`src/rtl/sertx_pkg.sv`:
```
package sertx_pkg;

    localparam int DATA_W = 8;

    typedef enum logic [2:0] {
        ST_IDLE   = 3'd0,
        ST_START  = 3'd1,
        ST_DATA   = 3'd2,
        ST_PARITY = 3'd3,
        ST_STOP   = 3'd4
    } eng_state_e;

    typedef struct packed {
        logic [1:0] wlen;
        logic       par_en;
        logic       par_odd;
        logic       stop2;
    } line_cfg_t;

endpackage

```
`src/rtl/sertx_hold.sv`:
```
module sertx_hold #(
    parameter int DW = 8
) (
    input  logic          clk,
    input  logic          rst_n,
    input  logic          wr_en,
    input  logic [DW-1:0] wr_data,
    input  logic          fifo_full,
    output logic          push,
    output logic [DW-1:0] push_data,
    output logic          hold_valid,
    output logic          overrun
);

    typedef struct packed {
        logic          valid;
        logic [DW-1:0] data;
        logic          ovf;
    } hold_t;

    hold_t s_q, s_d;

    always_comb begin
        s_d       = s_q;
        s_d.valid = wr_en;
        if (wr_en) begin
            s_d.data = wr_data;
        end
        if (s_q.valid && fifo_full) begin
            s_d.ovf = 1'b1;
        end
    end

    always_ff @(posedge clk or negedge rst_n) begin
        if (!rst_n) begin
            s_q <= '0;
        end else begin
            s_q <= s_d;
        end
    end

    assign push       = s_q.valid && !fifo_full;
    assign push_data  = s_q.data;
    assign hold_valid = s_q.valid;
    assign overrun    = s_q.ovf;

endmodule

```
`src/rtl/sertx_fifo.sv`:
```
module sertx_fifo #(
    parameter  int DEPTH = 16,
    parameter  int DW    = 8,
    localparam int PTR_W = (DEPTH > 1) ? $clog2(DEPTH) : 1,
    localparam int LVL_W = $clog2(DEPTH + 1)
) (
    input  logic             clk,
    input  logic             rst_n,
    input  logic             push,
    input  logic [DW-1:0]    push_data,
    input  logic             pop,
    output logic [DW-1:0]    pop_data,
    output logic [LVL_W-1:0] level,
    output logic             empty,
    output logic             full
);

    typedef struct packed {
        logic [PTR_W-1:0] wptr;
        logic [PTR_W-1:0] rptr;
        logic [LVL_W-1:0] count;
    } fifo_t;

    fifo_t s_q, s_d;
    logic [DW-1:0] mem_q [DEPTH];
    logic do_push, do_pop;

    function automatic logic [PTR_W-1:0] ptr_inc(input logic [PTR_W-1:0] p);
        return (p == PTR_W'(DEPTH - 1)) ? '0 : p + 1'b1;
    endfunction

    assign do_push = push && !full;
    assign do_pop  = pop && !empty;

    always_comb begin
        s_d = s_q;
        if (do_push) begin
            s_d.wptr = ptr_inc(s_q.wptr);
        end
        if (do_pop) begin
            s_d.rptr = ptr_inc(s_q.rptr);
        end
        case ({do_push, do_pop})
            2'b10:   s_d.count = s_q.count + 1'b1;
            2'b01:   s_d.count = s_q.count - 1'b1;
            default: s_d.count = s_q.count;
        endcase
    end

    always_ff @(posedge clk or negedge rst_n) begin
        if (!rst_n) begin
            s_q <= '0;
        end else begin
            s_q <= s_d;
        end
    end

    always_ff @(posedge clk) begin
        if (do_push) begin
            mem_q[s_q.wptr] <= push_data;
        end
    end

    assign pop_data = mem_q[s_q.rptr];
    assign level    = s_q.count;
    assign empty    = (s_q.count == '0);
    assign full     = (s_q.count == LVL_W'(DEPTH));

endmodule

```
`src/rtl/sertx_shifter.sv`:
```
module sertx_shifter
    import sertx_pkg::*;
#(
    parameter  int OVS   = 16,
    localparam int CNT_W = (OVS > 1) ? $clog2(OVS) : 1
) (
    input  logic              clk,
    input  logic              rst_n,
    input  logic              tick,
    input  line_cfg_t         cfg,
    input  logic              fifo_empty,
    input  logic [DATA_W-1:0] fifo_data,
    output logic              pop,
    output logic              ser_out,
    output eng_state_e        state
);

    typedef struct packed {
        eng_state_e        st;
        logic [CNT_W-1:0]  tcnt;
        logic [2:0]        bcnt;
        logic [DATA_W-1:0] shreg;
        logic              par;
        line_cfg_t         cfg;
        logic              ser;
    } eng_t;

    eng_t s_q, s_d;

    logic              last_tick;
    logic [3:0]        nbits_q;
    logic [3:0]        nbits_in;
    logic [DATA_W-1:0] mask_in;
    logic [DATA_W-1:0] masked;

    assign last_tick = tick && (s_q.tcnt == CNT_W'(OVS - 1));
    assign nbits_q   = 4'd5 + {2'b00, s_q.cfg.wlen};
    assign nbits_in  = 4'd5 + {2'b00, cfg.wlen};

    always_comb begin
        for (int i = 0; i < DATA_W; i++) begin
            mask_in[i] = (i < int'(nbits_in));
        end
        masked = fifo_data & mask_in;
    end

    always_comb begin
        s_d = s_q;
        pop = 1'b0;

        if (s_q.st != ST_IDLE && tick) begin
            s_d.tcnt = last_tick ? '0 : s_q.tcnt + 1'b1;
        end

        case (s_q.st)
            ST_IDLE: begin
                if (!fifo_empty) begin
                    pop       = 1'b1;
                    s_d.st    = ST_START;
                    s_d.tcnt  = '0;
                    s_d.bcnt  = '0;
                    s_d.shreg = masked;
                    s_d.par   = (^masked) ^ cfg.par_odd;
                    s_d.cfg   = cfg;
                end
            end
            ST_START: begin
                if (last_tick) begin
                    s_d.st   = ST_DATA;
                    s_d.bcnt = '0;
                end
            end
            ST_DATA: begin
                if (last_tick) begin
                    s_d.shreg = s_q.shreg >> 1;
                    if (s_q.bcnt == 3'(nbits_q - 4'd1)) begin
                        s_d.bcnt = '0;
                        s_d.st   = s_q.cfg.par_en ? ST_PARITY : ST_STOP;
                    end else begin
                        s_d.bcnt = s_q.bcnt + 1'b1;
                    end
                end
            end
            ST_PARITY: begin
                if (last_tick) begin
                    s_d.st   = ST_STOP;
                    s_d.bcnt = '0;
                end
            end
            ST_STOP: begin
                if (last_tick) begin
                    if (s_q.bcnt == {2'b00, s_q.cfg.stop2}) begin
                        if (!fifo_empty) begin
                            pop       = 1'b1;
                            s_d.st    = ST_START;
                            s_d.bcnt  = '0;
                            s_d.shreg = masked;
                            s_d.par   = (^masked) ^ cfg.par_odd;
                            s_d.cfg   = cfg;
                        end else begin
                            s_d.st = ST_IDLE;
                        end
                    end else begin
                        s_d.bcnt = s_q.bcnt + 1'b1;
                    end
                end
            end
            default: s_d.st = ST_IDLE;
        endcase

        case (s_d.st)
            ST_START:  s_d.ser = 1'b0;
            ST_DATA:   s_d.ser = s_d.shreg[0];
            ST_PARITY: s_d.ser = s_d.par;
            default:   s_d.ser = 1'b1;
        endcase
    end

    always_ff @(posedge clk or negedge rst_n) begin
        if (!rst_n) begin
            s_q     <= '0;
            s_q.st  <= ST_IDLE;
            s_q.ser <= 1'b1;
        end else begin
            s_q <= s_d;
        end
    end

    assign ser_out = s_q.ser;
    assign state   = s_q.st;

endmodule

```
`src/rtl/sertx_top.sv`:
```
module sertx_top
    import sertx_pkg::*;
#(
    parameter  int DEPTH = 16,
    parameter  int OVS   = 16,
    localparam int LVL_W = $clog2(DEPTH + 1)
) (
    input  logic             clk,
    input  logic             rst_n,
    input  logic             wr_en,
    input  logic [7:0]       wr_data,
    input  logic             bit_tick,
    input  logic [1:0]       cfg_wlen,
    input  logic             cfg_par_en,
    input  logic             cfg_par_odd,
    input  logic             cfg_stop2,
    output logic             ser_out,
    output logic [LVL_W-1:0] fifo_level,
    output logic             fifo_empty,
    output logic             fifo_full,
    output logic             tx_overrun,
    output logic             tx_empty
);

    line_cfg_t         cfg;
    logic              push;
    logic [DATA_W-1:0] push_data;
    logic              hold_valid;
    logic              pop;
    logic [DATA_W-1:0] pop_data;
    eng_state_e        eng_state;

    assign cfg = '{wlen: cfg_wlen, par_en: cfg_par_en,
                   par_odd: cfg_par_odd, stop2: cfg_stop2};

    sertx_hold #(.DW(DATA_W)) u_hold (
        .clk        (clk),
        .rst_n      (rst_n),
        .wr_en      (wr_en),
        .wr_data    (wr_data),
        .fifo_full  (fifo_full),
        .push       (push),
        .push_data  (push_data),
        .hold_valid (hold_valid),
        .overrun    (tx_overrun)
    );

    sertx_fifo #(.DEPTH(DEPTH), .DW(DATA_W)) u_fifo (
        .clk       (clk),
        .rst_n     (rst_n),
        .push      (push),
        .push_data (push_data),
        .pop       (pop),
        .pop_data  (pop_data),
        .level     (fifo_level),
        .empty     (fifo_empty),
        .full      (fifo_full)
    );

    sertx_shifter #(.OVS(OVS)) u_shift (
        .clk        (clk),
        .rst_n      (rst_n),
        .tick       (bit_tick),
        .cfg        (cfg),
        .fifo_empty (fifo_empty),
        .fifo_data  (pop_data),
        .pop        (pop),
        .ser_out    (ser_out),
        .state      (eng_state)
    );

    assign tx_empty = fifo_empty && !hold_valid && (eng_state == ST_IDLE);

endmodule

```
`config.mk`:
```
export PLATFORM = sky130hd
export DESIGN_NAME = sertx_top
export DESIGN_NICKNAME = d
export VERILOG_FILES = /design/src/rtl/sertx_pkg.sv /design/src/rtl/sertx_hold.sv /design/src/rtl/sertx_fifo.sv /design/src/rtl/sertx_shifter.sv /design/src/rtl/sertx_top.sv
export SDC_FILE = /design/constraint.sdc
export NUM_CORES = 1
export LEC_CHECK = 0
export BUFFER_PORTS_ARGS = -buffer_cell sky130_fd_sc_hd__buf_2
export CAP_MARGIN = 20
export CORE_ASPECT_RATIO = 1.25
export CORE_MARGIN = 3
export CORE_UTILIZATION = 56
export CTS_CLUSTER_DIAMETER = 50
export DETAILED_ROUTE_END_ITERATION = 8
export HOLD_SLACK_MARGIN = 0.02
export PLACE_DENSITY_LB_ADDON = 0.08
export SLEW_MARGIN = 20
export SYNTH_ARGS = -nofsm -noshare
export SYNTH_HDL_FRONTEND = slang
export SYNTH_HIERARCHICAL = 1
export SYNTH_SLANG_ARGS = --single-unit
export TNS_END_PERCENT = 30
```
`constraint.sdc`:
```
create_clock -name clk -period 3.1 [get_ports clk]
set_input_delay 0.155 -clock clk [delete_from_list [all_inputs] [get_ports clk]]
set_output_delay 0.155 -clock clk [all_outputs]
set_load 0.01 [all_outputs]
```
==> impl_summary.txt, run 1 <==
----------------------------------------------------
[Status]
  Result of the run ... completed

[Floorplanning]
  Num ports ... 27
  Horizontal die dimension ... 111 um
  Core Region ... 13,300 sq um
  Effective utilization at floorplan ... 57.5%
  Count of standard-cell rows ... 47
  Die Footprint ... about 15,000 sq um
  Vertical die dimension ... roughly 140 um

[Final layout]
  Number of nets at the end of the flow ... ~570
  Layout filler cell count ... ~900
  Area added between synthesis and finish ... 14.7%
  Non-filler cells in the finished layout ... 728
  Diodes inserted ... 0
  Final core utilization ... approximately 66%
  Fraction of final layout cells sized beyond drive strength 1 ... 24.8%

[Clocking]
  Root cell of the clock tree ... sky130_fd_sc_hd__clkbuf_16
  TritonCTS Sinks ... between 150 and 200
  Post-CTS repair timing setup buffer count ... 0
  Clock insertion delay at the later pin of the skew report ... approximately 420 ps
  Number of CTS-inserted buffers ... 17
  H-Tree Depth ... 4
  Buffer depth of the longest clock path ... 2
  Clock tree from TritonCTS ... yes
  Worst-path clk slew ... approximately 60 ps

[Synthesis]
  Syn_area_per_cell ... 15.7 sq um
  Share of the synthesized area in the top cell type ... 50.0%
  Fraction of registers with async set/reset ... 26.9%
  Combined area of all synthesized cells ... about 7700 sq um
  Library cell with the largest summed area after synthesis ... sky130_fd_sc_hd__edfxtp_1
  Syn Inst Count ... just under 500
  Largest cells by area after synthesis ... sky130_fd_sc_hd__edfxtp_1 (50%), sky130_fd_sc_hd__dfrtp_1 (15%), sky130_fd_sc_hd__mux4_2 (7.0%)
  Cell with the most instances after synthesis ... sky130_fd_sc_hd__edfxtp_1
  Post-synth cell types ... 68
  Post-synthesis sequential area ratio ... 65.4%
  Yosys warnings ... 6
  Synthesis-stage register bit count ... approximately 180
  Synthesized netlist net count ... roughly 520
  Top cells by count, synth ... sky130_fd_sc_hd__edfxtp_1 (128), sky130_fd_sc_hd__dfrtp_1 (46), sky130_fd_sc_hd__nand2_1 (34)
  Number of synthesized flops with an enable pin ... between 100 and 150
  Prevailing post-synth register cell ... sky130_fd_sc_hd__edfxtp_1

[GRT]
  Wire length of the first global-routing pass ... around 24,000 um
  Remaining global-route overflow ... 0
  Vias in the first global route ... around 4,500
  Antenna violations before repair ... 0
  Global-route total usage across every layer ... between 20% and 30%
  Largest net degree at the start of global routing ... 30

[Route]
  Per-cell routed wire length ... between 20 and 25 um
  Count of routing violations after the opening detailed-route iteration ... 403
  Residual DRC ... 0
  Drt total wl ... around 16,000 um
  Post-route ant nets ... 0
  First-pass iteration count of the detailed router ... 5
  Via-to-Cell Ratio ... roughly 6
  Total vias in the final route ... about 4,400

[Timing]
  Layout Skew ... about 6.6 ps
  Least-Margin Pin Slew ... 936 ps
  Shortest clock period the worst path allows after layout ... a little under 3000 ps
  Setup TNS ... 0 ps
  Fin. max-slew vios ... 0
  Count of endpoints failing setup in the final report ... 0
  Final hold vios ... 0
  Setup repair after global routing missed its margin ... false
  Fraction of the cycle the final worst path needs ... between 90% and 100%
  Peak clock frequency supported by timing ... roughly 340 MHz
  Worst-case headroom to the max-slew limit ... 37.4%

[Critical path]
  Arrival time reported for the critical path endpoint ... 3290 ps
  Data required time at the worst endpoint ... ~3400 ps
  Critical Path, Cell by Cell ... ha_1 > and4_2 > and3_4 > o21ai_4 > inv_4 > o21a_4 > ha_2 > fa_1 > a21o_1 > a21oi_1 > mux2i_1 > xnor2_1
  Family with the most delay on the worst path ... adder cells
  Element type at the critical path start ... flop
  Sort of element at the end of the critical path ... flop
  Critical-path maximum fanout ... 7
  Critical path buffer and inverter count ... 1
  Kind of critical path ... reg -> reg
  Max incr delay on CP ... between 400 and 500 ps
  Worst-path cell with the longest stage delay ... sky130_fd_sc_hd__dfrtp_1

[Power and ir drop]
  Pleak ... between 0.003 and 0.004 uW
  Sum of internal, switching and leakage power ... slightly above 8000 uW
  Power Density ... 923 nW/um^2
  Largest vdd supply drop ... about 0.54 mV

[Placement]
  # port buffers ... 26
  Half-perimeter wire length after detailed placement ... between 10,000 and 15,000 um
  GP Congestion ... between 0.8 and 0.9
  Placed Cells ... between 600 and 700

[Job]
  Number of max-cap violations ... 0

[Hold path]
  Type of the most critical hold path ... in -> reg

----------------------------------------------------
## metal layers
layer | global-route usage [%] | vias up | part of all wire (%)
li1 | - | 2002 | -
met1 | 25.3 | 2260 | 40
met2 | 38.0 | 109 | 54
met3 | 4.38 | 32 | 3.6
met4 | 10.5 | 0 | 3.0
met5 | 0 | - | 0
## worst min-delay path, stage by stage
cell and delay, ps:
sky130_fd_sc_hd__buf_2 110, sky130_fd_sc_hd__a32oi_1 100, sky130_fd_sc_hd__nand2_1 60
## stage by stage
stage	worst slack [ps]	hold WS, ps	instance area [sq um]
after global routing	12.2	38.4	8810
final	149	37.2	8810
after global placement	175	235	8070
after floorplan	37.8	-141	7690
after CTS	76.1	20.0	8810
after detailed placement	104	236	8070
## area by class of cell
cell class	instances	area (sq um)	share of cell area, %
clock buffers	17	425	4.83
well taps	171	214	2.43
repair buffers	65	480	5.45
multi-input cells	275	2440	27.7
inverters	11	43.8	0.497
clock inverters	14	181	2.06
flip-flops and latches	175	5020	57.0
## power breakdown
group          leakage [uW]  internal (uW)  switching [uW]
clock network      0.000294           1280             885
logic               0.00122           1320            1350
registers           0.00173           2930             355
## worst paths after layout
path                            slack (ps)         endpoint  cells after the start             from
worst max-delay path                   150  u_fifo/level[4]                     12  u_shift/s_q[18]
worst min-delay path                    40  u_shift/s_q[13]                      3      cfg_wlen[1]
worst max register to register         150  u_fifo/level[4]                     12  u_shift/s_q[18]
worst min register to register         450   u_hold/overrun                      1   u_hold/overrun
max in group asynchronous             1990  u_shift/ser_out                      3            rst_n
min in group asynchronous              320  u_shift/s_q[18]                      2            rst_n
## timing repair
item,CTS,global route
hold endpoints to repair,41,0
setup endpoints to repair,0,1
gates resized for setup,0,2
hold buffers,13,0
## flip-flops by register name, indices dropped and copies added (netlist names)
name,flops
u_fifo/mem_q,128
u_shift/s_q,20
u_fifo/s_q,8
u_hold/push_data,8
u_fifo/level,5
u_shift/state,3
u_hold/hold_valid,1
u_hold/overrun,1
u_shift/ser_out,1
## cells by family (layout without fill, tap and decap cells)
logic type | count (synthesis) | after routing | share of synthesized area (%)
compound gates | 89 | 89 | 8.53
xor+xnor | 15 | 15 | 1.89
fa+ha+maj | 12 | 12 | 2.05
buf+inv | 40 | 107 | 2.98
flops | 175 | 175 | 65.4
mux | 63 | 63 | 12.8
simple gates | 96 | 96 | 6.38
## layout by cell type (no fill, tap or decap), types with 3 or more instances in the layout
cell type	Yosys	layout
sky130_fd_sc_hd__edfxtp_1	128	128
sky130_fd_sc_hd__dfrtp_1	46	45
sky130_fd_sc_hd__nand2_1	34	34
sky130_fd_sc_hd__mux2i_1	27	27
sky130_fd_sc_hd__buf_2	6	26
sky130_fd_sc_hd__buf_4	10	24
sky130_fd_sc_hd__mux4_2	24	24
sky130_fd_sc_hd__nor2_1	24	23
sky130_fd_sc_hd__clkbuf_16	0	17
sky130_fd_sc_hd__o21ai_0	15	15
sky130_fd_sc_hd__dlygate4sd3_1	0	13
sky130_fd_sc_hd__xnor2_1	13	13
sky130_fd_sc_hd__a21oi_1	11	11
sky130_fd_sc_hd__inv_1	10	10
sky130_fd_sc_hd__a32oi_1	10	10
sky130_fd_sc_hd__mux2_4	10	10
sky130_fd_sc_hd__ha_1	11	10
sky130_fd_sc_hd__a22oi_1	8	8
sky130_fd_sc_hd__o21ai_1	8	8
sky130_fd_sc_hd__nor3_1	6	6
sky130_fd_sc_hd__nor2b_1	5	5
sky130_fd_sc_hd__nand3_1	5	5
sky130_fd_sc_hd__a21o_1	5	5
sky130_fd_sc_hd__a222oi_1	4	4
sky130_fd_sc_hd__and2_1	3	3
sky130_fd_sc_hd__bufinv_16	0	3
sky130_fd_sc_hd__inv_6	0	3
sky130_fd_sc_hd__nand2b_1	3	3
sky130_fd_sc_hd__a31oi_1	3	3
sky130_fd_sc_hd__a22o_1	3	3
Note: power is estimated with default switching activity, not from simulation.
==> inputs of run 2 (changes only) <==
Settings changed: PLACE_DENSITY from default to 0.87, PLACE_DENSITY_LB_ADDON 0.08 to default, RECOVER_POWER from default to 100.
==> run 2 against run 1 <==
  * Final area decreased by 1.9%
  * Clock-buffer cell count rose by 1
  * Register-to-register slack worse by 20 ps
  * Wire length grew 2.7%
  * Combinational power about the same
  * Setup slack lost 17 ps
  * Maximum frequency fell by 0.57%
  * Hold slack gained 160 ps
  * Cell count down 0.69%
  * Largest power group unchanged
==> impl_summary.txt, run 2 (synthesis gave the netlist of run 1 again) <==
----------------------------------------------------
[Final layout]
  Area added between synthesis and finish ... 12.5%
  Most flop-heavy register ... u_fifo/mem_q
  Fraction of final layout cells sized beyond drive strength 1 ... 19.2% (-5.6 points)
  Diodes inserted ... 0 (unchanged)
  Number of nets at the end of the flow ... 568 (-1.0%)
  Most common library cell in the layout ignoring fill and taps ... sky130_fd_sc_hd__edfxtp_1
  Number of flip-flops in the largest register ... 128 (unchanged)
  Most frequent cells in the layout ... sky130_fd_sc_hd__edfxtp_1 (128), sky130_fd_sc_hd__dfrtp_1 (44), sky130_fd_sc_hd__nand2_1 (34)
  Largest registers in the final layout ... u_fifo/mem_q (128), u_shift/s_q (20)

[Route]
  Drt total wl ... 16,000 um (+2.7%)
  Met2 WL post-DR ... 7980 um (-4.2%)
  Post-route ant nets ... 0 (unchanged)
  Per-cell routed wire length ... 22.1 um (+3.4%)
  Top Layer Used ... met4
  Met3 layer wire length in the routed design ... 848 um (+51%)
  Via-to-Cell Ratio ... 6.24 (+3.3%)
  M1 wire length ... 6280 um (+1.5%)
  Count of routing violations after the opening detailed-route iteration ... 480 (+19%)
  Total vias in the final route ... 4,515 (+2.5%)
  First-pass iteration count of the detailed router ... 5 (unchanged)
  Residual DRC ... 0 (unchanged)

[Timing]
  Least-Margin Pin Slew ... 1200 ps (+268 ps)
  Fin. max-slew vios ... 0 (unchanged)
  Worst-case headroom to the max-slew limit ... 19.7% (-18 points)
  Shortest clock period the worst path allows after layout ... 2970 ps (+16.9 ps)
  Final hold vios ... 0 (unchanged)
  Count of endpoints failing setup in the final report ... 0 (unchanged)
  Fraction of the cycle the final worst path needs ... 95.8% (+0.55 points)
  Layout Skew ... 6.34 ps (-0.257 ps)
  Setup repair after global routing missed its margin ... false
  Peak clock frequency supported by timing ... 337 MHz (-0.57%)
  Setup TNS ... 0 ps (unchanged)

[Critical path]
  Max incr delay on CP ... 540 ps (+110 ps)
  Critical Path, Cell by Cell ... or4_4 > nor2_4 > nor3_4 > o21ai_4 > inv_4 > o21a_4 > ha_1 > fa_1 > a21o_1 > a21oi_2 > mux2i_1 > xnor2_1
  Family with the most delay on the worst path ... simple AND/OR/NAND/NOR gates
  Sort of element at the end of the critical path ... flop
  Arrival time reported for the critical path endpoint ... 3320 ps (+30 ps)
  Critical-path maximum fanout ... 6 (-1)
  Worst-path cell with the longest stage delay ... sky130_fd_sc_hd__or4_4
  Data required time at the worst endpoint ... 3450 ps (about the same)
  Critical path buffer and inverter count ... 1 (unchanged)
  Element type at the critical path start ... flop
  Kind of critical path ... reg -> reg

[Floorplanning]
  Die Footprint ... 15,200 sq um (unchanged)
  Count of standard-cell rows ... 47 (unchanged)
  Horizontal die dimension ... 111 um (unchanged)
  Num ports ... 27 (unchanged)
  Effective utilization at floorplan ... 57.5% (unchanged)
  Vertical die dimension ... 137 um (unchanged)
  Core Region ... 13,300 sq um (unchanged)

[GRT]
  Antenna violations before repair ... 0 (unchanged)
  Wire length of the first global-routing pass ... 25,100 um (+3.6%)
  Vias in the first global route ... 4,649 (+3.1%)
  Remaining global-route overflow ... 0 (unchanged)
  Largest net degree at the start of global routing ... 48 (+60%)
  Global-route total usage across every layer ... 22.1% (+0.60 points)

[Clocking]
  Post-CTS repair timing setup buffer count ... 0 (unchanged)
  Clock tree from TritonCTS ... yes
  Root cell of the clock tree ... sky130_fd_sc_hd__clkbuf_16
  Buffer depth of the longest clock path ... 2 (unchanged)
  TritonCTS Sinks ... 175 (unchanged)
  Number of CTS-inserted buffers ... 17 (unchanged)
  Clock insertion delay at the later pin of the skew report ... 430 ps (about the same)
  H-Tree Depth ... 4 (unchanged)
  Worst-path clk slew ... 60 ps (about the same)

[Placement]
  # port buffers ... 26 (unchanged)
  GP Congestion ... 0.866 (+5.5%)
  Half-perimeter wire length after detailed placement ... 10,200 um (-2.1%)

[Power and ir drop]
  Largest vdd supply drop ... 0.515 mV (-4.4%)
  Pleak ... 0.00310 uW (-4.3%)
  Sum of internal, switching and leakage power ... 7940 uW (-2.3%)
  Power Density ... 919 nW/um^2 (-0.44%)

[Hold path]
  Type of the most critical hold path ... in -> reg

[Status]
  Result of the run ... completed

[Job]
  Number of max-cap violations ... 0 (unchanged)

----------------------------------------------------
==> run 2: cell types whose count changed in the layout (fill, tap and decap cells not counted), sizes merged <==
| cell | before | now |
|---|---|---|
| buf | 52 | 29 |
| dlygate4sd3 | 13 | 14 |
| clkinvlp | 2 | 1 |
| clkbuf | 17 | 34 |
| clkinv | 4 | 8 |
| bufinv | 3 | 1 |
| inv | 16 | 15 |
==> run 2: worst register-to-register path, cell delays in order (launching register included) <==
cell	delay, ps
sky130_fd_sc_hd__dfrtp_1	420
sky130_fd_sc_hd__or4_4	540
sky130_fd_sc_hd__nor2_4	130
sky130_fd_sc_hd__nor3_4	80
sky130_fd_sc_hd__o21ai_4	110
sky130_fd_sc_hd__inv_4	40
sky130_fd_sc_hd__o21a_4	130
sky130_fd_sc_hd__ha_1	270
sky130_fd_sc_hd__fa_1	430
sky130_fd_sc_hd__a21o_1	220
sky130_fd_sc_hd__a21oi_2	160
sky130_fd_sc_hd__mux2i_1	220
sky130_fd_sc_hd__xnor2_1	130
==> run 2: path summary, 6_finish.rpt <==
check                      slack (ps)         endpoint            start  depth (start not counted)
setup / recovery                  130  u_fifo/level[4]  u_fifo/level[3]                         12
hold / removal                    200  u_shift/s_q[20]         bit_tick                          4
setup reg to reg                  130  u_fifo/level[4]  u_fifo/level[3]                         12
hold reg to reg                   460   u_hold/overrun   u_hold/overrun                          1
max in group asynchronous        1720    u_fifo/s_q[6]            rst_n                          2
min in group asynchronous         510   u_hold/overrun            rst_n                          2
==> run 2: metrics by stage <==
step                cells  hold WS [ps]  utilization, %  instance area, sq um  setup WS, ps
finish                723           199            64.8                  8640           132
global route          723           228            64.8                  8640          45.2
global placement      676           356            60.0                  8010           219
CTS                   722           160            65.1                  8700          79.9
floorplan             490          -141               -                  7690          37.8
detailed placement    676           362            60.0                  8010          99.9
==> run 2: report_power, final <==
part           leakage (uW)  switching (uW)  internal [uW]
sequential          0.00173             385           2940
combinational       0.00110            1380           1270
clock              0.000268             868           1100
total               0.00310            2630           5310
==> run 2: area by class of cell <==
class	instances	area [sq um]
clock inverters	14	116
multi-input cells	275	2390
flip-flops and latches	175	5030
repair buffers	59	423
well taps	171	214
fillers	899	4700
inverters	11	43.8
clock buffers	18	429
==> run 2: repair_timing <==
item / in CTS / in global routing
hold endpoints to repair: 59 / 0
gates resized for setup: 0 / 6
endpoints found under the setup margin: 0 / 2
hold buffers: 14 / 0
==> run 2: layer usage <==
layer | GRT usage [%] | vias to the layer above
met5 | 0 | -
met4 | 12.3 | 0
met3 | 4.91 | 72
met2 | 37.4 | 202
met1 | 26.6 | 2245
li1 | - | 1996
==> inputs of run 3 (changes only) <==
Settings changed: BUFFER_PORTS_ARGS -buffer_cell sky130_fd_sc_hd__buf_2 to default, CELL_PAD_IN_SITES_DETAIL_PLACEMENT from default to 1, CELL_PAD_IN_SITES_GLOBAL_PLACEMENT from default to 1, CORE_UTILIZATION 56 to 49, DONT_BUFFER_PORTS from default to 1, RECOVER_POWER 100 to 25.
==> run 3 against run 2 <==
  * Clock skew increased by 5.4 ps
  * Highest routed layer unchanged
  * Cell count up 3.3%
  * Combinational power is 7.9% higher
==> impl_summary.txt, run 3 (synthesis gave the netlist of run 1 again) <==
----------------------------------------------------
[Critical path]
  Reg-to-reg critical path endpoint ... u_fifo/level[4]
  Critical-path maximum fanout ... 6 (unchanged)
  Element type at the critical path start ... flop
  Critical Path, Cell by Cell ... buf_4 > nor4_2 > and2_2 > nor2b_1 > a21boi_2 > inv_1 > ha_2 > ha_1 > a21o_1 > a21oi_1 > mux2i_1 > xnor2_1
  Max incr delay on CP ... 390 ps (-150 ps)
  Sort of element at the end of the critical path ... flop
  Worst flop-to-flop path startpoint ... u_fifo/level[1]
  End of the critical path ... u_fifo/level[4]
  Kind of critical path ... reg -> reg
  Reg-to-reg setup timing slack ... 170 ps (+40 ps)
  Worst reg2reg path depth ... 12 (unchanged)
  Startpoint of the worst setup timing path ... u_fifo/level[1]
  Data required time at the worst endpoint ... 3450 ps (about the same)
  Arrival time reported for the critical path endpoint ... 3270 ps (-50 ps)
  Worst-path cell with the longest stage delay ... sky130_fd_sc_hd__dfrtp_1

[Final layout]
  Fraction of final layout cells sized beyond drive strength 1 ... 22.8% (+3.6 points)
  Area added between synthesis and finish ... 14.7%
  Number of flip-flops in the largest register ... 128 (unchanged)
  Layout filler cell count ... 1,426 (+59%)
  Most frequent cells in the layout ... sky130_fd_sc_hd__edfxtp_1 (128), sky130_fd_sc_hd__dfrtp_1 (44), sky130_fd_sc_hd__nand2_1 (34)
  Diodes inserted ... 0 (unchanged)
  Number of nets at the end of the flow ... 555 (-2.3%)
  Largest registers in the final layout ... u_fifo/mem_q (128), u_shift/s_q (20)
  Most flop-heavy register ... u_fifo/mem_q
  Most common library cell in the layout ignoring fill and taps ... sky130_fd_sc_hd__edfxtp_1

[Timing]
  Worst-case headroom to the max-slew limit ... 29.4% (+9.6 points)
  Peak clock frequency supported by timing ... 342 MHz (+1.4%)
  Worst slack on hold paths ... 113 ps (-86.3 ps)
  Fin. max-slew vios ... 0 (unchanged)
  Setup repair after global routing missed its margin ... false
  Layout Skew ... 11.7 ps (+5.37 ps)
  Fraction of the cycle the final worst path needs ... 94.4% (-1.4 points)
  Count of endpoints failing setup in the final report ... 0 (unchanged)
  Post-route setup slack ... 174 ps (+42.0 ps)
  Least-Margin Pin Slew ... 1060 ps (-149 ps)
  Shortest clock period the worst path allows after layout ... 2930 ps (-42.0 ps)
  Final hold vios ... 0 (unchanged)

[Floorplanning]
  Horizontal die dimension ... 118 um (+6.5%)
  Num ports ... 27 (unchanged)
  Core Region ... 15,100 sq um (+13%)
  Effective utilization at floorplan ... 50.7% (-6.8 points)
  Die Footprint ... 17,200 sq um (+14%)
  Vertical die dimension ... 146 um (+6.6%)
  Count of standard-cell rows ... 50 (+6.4%)

[GRT]
  Remaining global-route overflow ... 0 (unchanged)
  Antenna violations before repair ... 0 (unchanged)
  Met2 demand-to-capacity share in global routing ... 40.3% (+2.9 points)
  Largest net degree at the start of global routing ... 48 (unchanged)
  Layer with the highest usage after global routing ... met2
  Met1 track demand over resource in global routing ... 24.7% (-1.9 points)
  Wire length of the first global-routing pass ... 28,200 um (+12%)
  Global-route total usage across every layer ... 21.9% (-0.24 points)
  M3 GR Usage ... 4.28% (-0.63 points)
  Vias in the first global route ... 4,836 (+4.0%)

[Power and ir drop]
  Pleak ... 0.00316 uW (+2.1%)
  Power Density ... 932 nW/um^2 (+1.5%)
  Largest vdd supply drop ... 0.510 mV (-0.86%)

[Route]
  Post-route ant nets ... 0 (unchanged)
  Per-cell routed wire length ... 24.8 um (+12%)
  Total vias in the final route ... 4,442 (-1.6%)
  First-pass iteration count of the detailed router ... 6 (+1)
  Count of routing violations after the opening detailed-route iteration ... 365 (-24%)
  Via-to-Cell Ratio ... 5.95 (-4.8%)
  Drt total wl ... 18,500 um (+16%)
  Residual DRC ... 0 (unchanged)

[Placement]
  GP Congestion ... 0.871 (+0.50%)
  Half-perimeter wire length after detailed placement ... 12,600 um (+24%)
  Setup slack at placement ... -40.1 ps (-140 ps)
  # port buffers ... 0 (-100%)

[Clocking]
  Clock tree from TritonCTS ... yes
  Root cell of the clock tree ... sky130_fd_sc_hd__clkbuf_16
  Clock insertion delay at the later pin of the skew report ... 430 ps (about the same)
  H-Tree Depth ... 4 (unchanged)
  Worst-path clk slew ... 60 ps (about the same)
  TritonCTS Sinks ... 175 (unchanged)
  Number of CTS-inserted buffers ... 17 (unchanged)
  Buffer depth of the longest clock path ... 2 (unchanged)

[Hold path]
  Type of the most critical hold path ... in -> reg
  Launch point of the worst hold path ... bit_tick

[Status]
  Result of the run ... completed

[Job]
  Number of max-cap violations ... 0 (unchanged)

----------------------------------------------------
==> run 3: report_power, final <==
group / switching, uW / internal [uW] / leakage (uW) / total (uW)
Combinational: 1490 / 1360 / 0.00116 / 2860
Clock: 894 / 1160 / 0.000276 / 2050
Sequential: 367 / 2940 / 0.00173 / 3310
==> run 3: layout make-up <==
| class | count | area (sq um) | share of cell area [%] |
|---|---|---|---|
| clock buffer | 21 | 460 | 5.22 |
| clock inverter | 11 | 110 | 1.25 |
| inverter | 11 | 43.8 | 0.497 |
| multi-input combinational | 275 | 2460 | 28.0 |
| sequential | 175 | 5030 | 57.0 |
| tap | 208 | 260 | 2.95 |
| timing repair buffer | 46 | 449 | 5.10 |
==> run 3: worst min path at each step <==
stage | endpoint | slack, ps | depth (start not counted)
after floorplan | u_fifo/level[0] | -140 | 0
after global placement | u_shift/s_q[20] | -140 | 0
after detailed placement | u_shift/s_q[20] | -140 | 0
after CTS | u_shift/s_q[21] | 100 | 5
after global routing | u_shift/s_q[12] | 160 | 3
final | u_shift/s_q[21] | 110 | 5
==> run 3: per-stage QoR <==
| step | cell area, sq um | setup TNS (ps) | utilization [%] | power [uW] | cells |
|---|---|---|---|---|---|
| after global placement | 7990 | 0 | 52.8 | 5790 | 695 |
| final | 8810 | 0 | 58.2 | 8220 | 747 |
| after global routing | 8810 | 0 | 58.2 | 8630 | 747 |
| after CTS | 8730 | 0 | 57.7 | 8140 | 743 |
| after detailed placement | 7990 | -77.8 | 52.8 | 6030 | 695 |
| after floorplan | 7690 | 0 | - | 5240 | 490 |
==> run 3: timing repair <==
item,CTS,global route
hold buffers,16,0
hold endpoints to repair,65,0
setup buffers,0,3
setup endpoints to repair,1,13
gates cloned,0,1
pin swaps,0,1
resized for setup,1,12
==> run 3: routing by layer <==
metal | share of wire [%] | up-vias
met5 | 0 | -
met4 | 2.3 | 0
met3 | 3.5 | 35
met2 | 56 | 111
met1 | 38 | 2323
li1 | - | 1973
==> run 3: worst max-delay path, delay by kind of cell (launching register included) <==
family,cells,cell delay (ps)
fa+ha+maj,2,550
buf+inv,2,260
flops,1,390
simple gates,3,700
mux,1,270
compound gates,3,530
xor+xnor,1,150
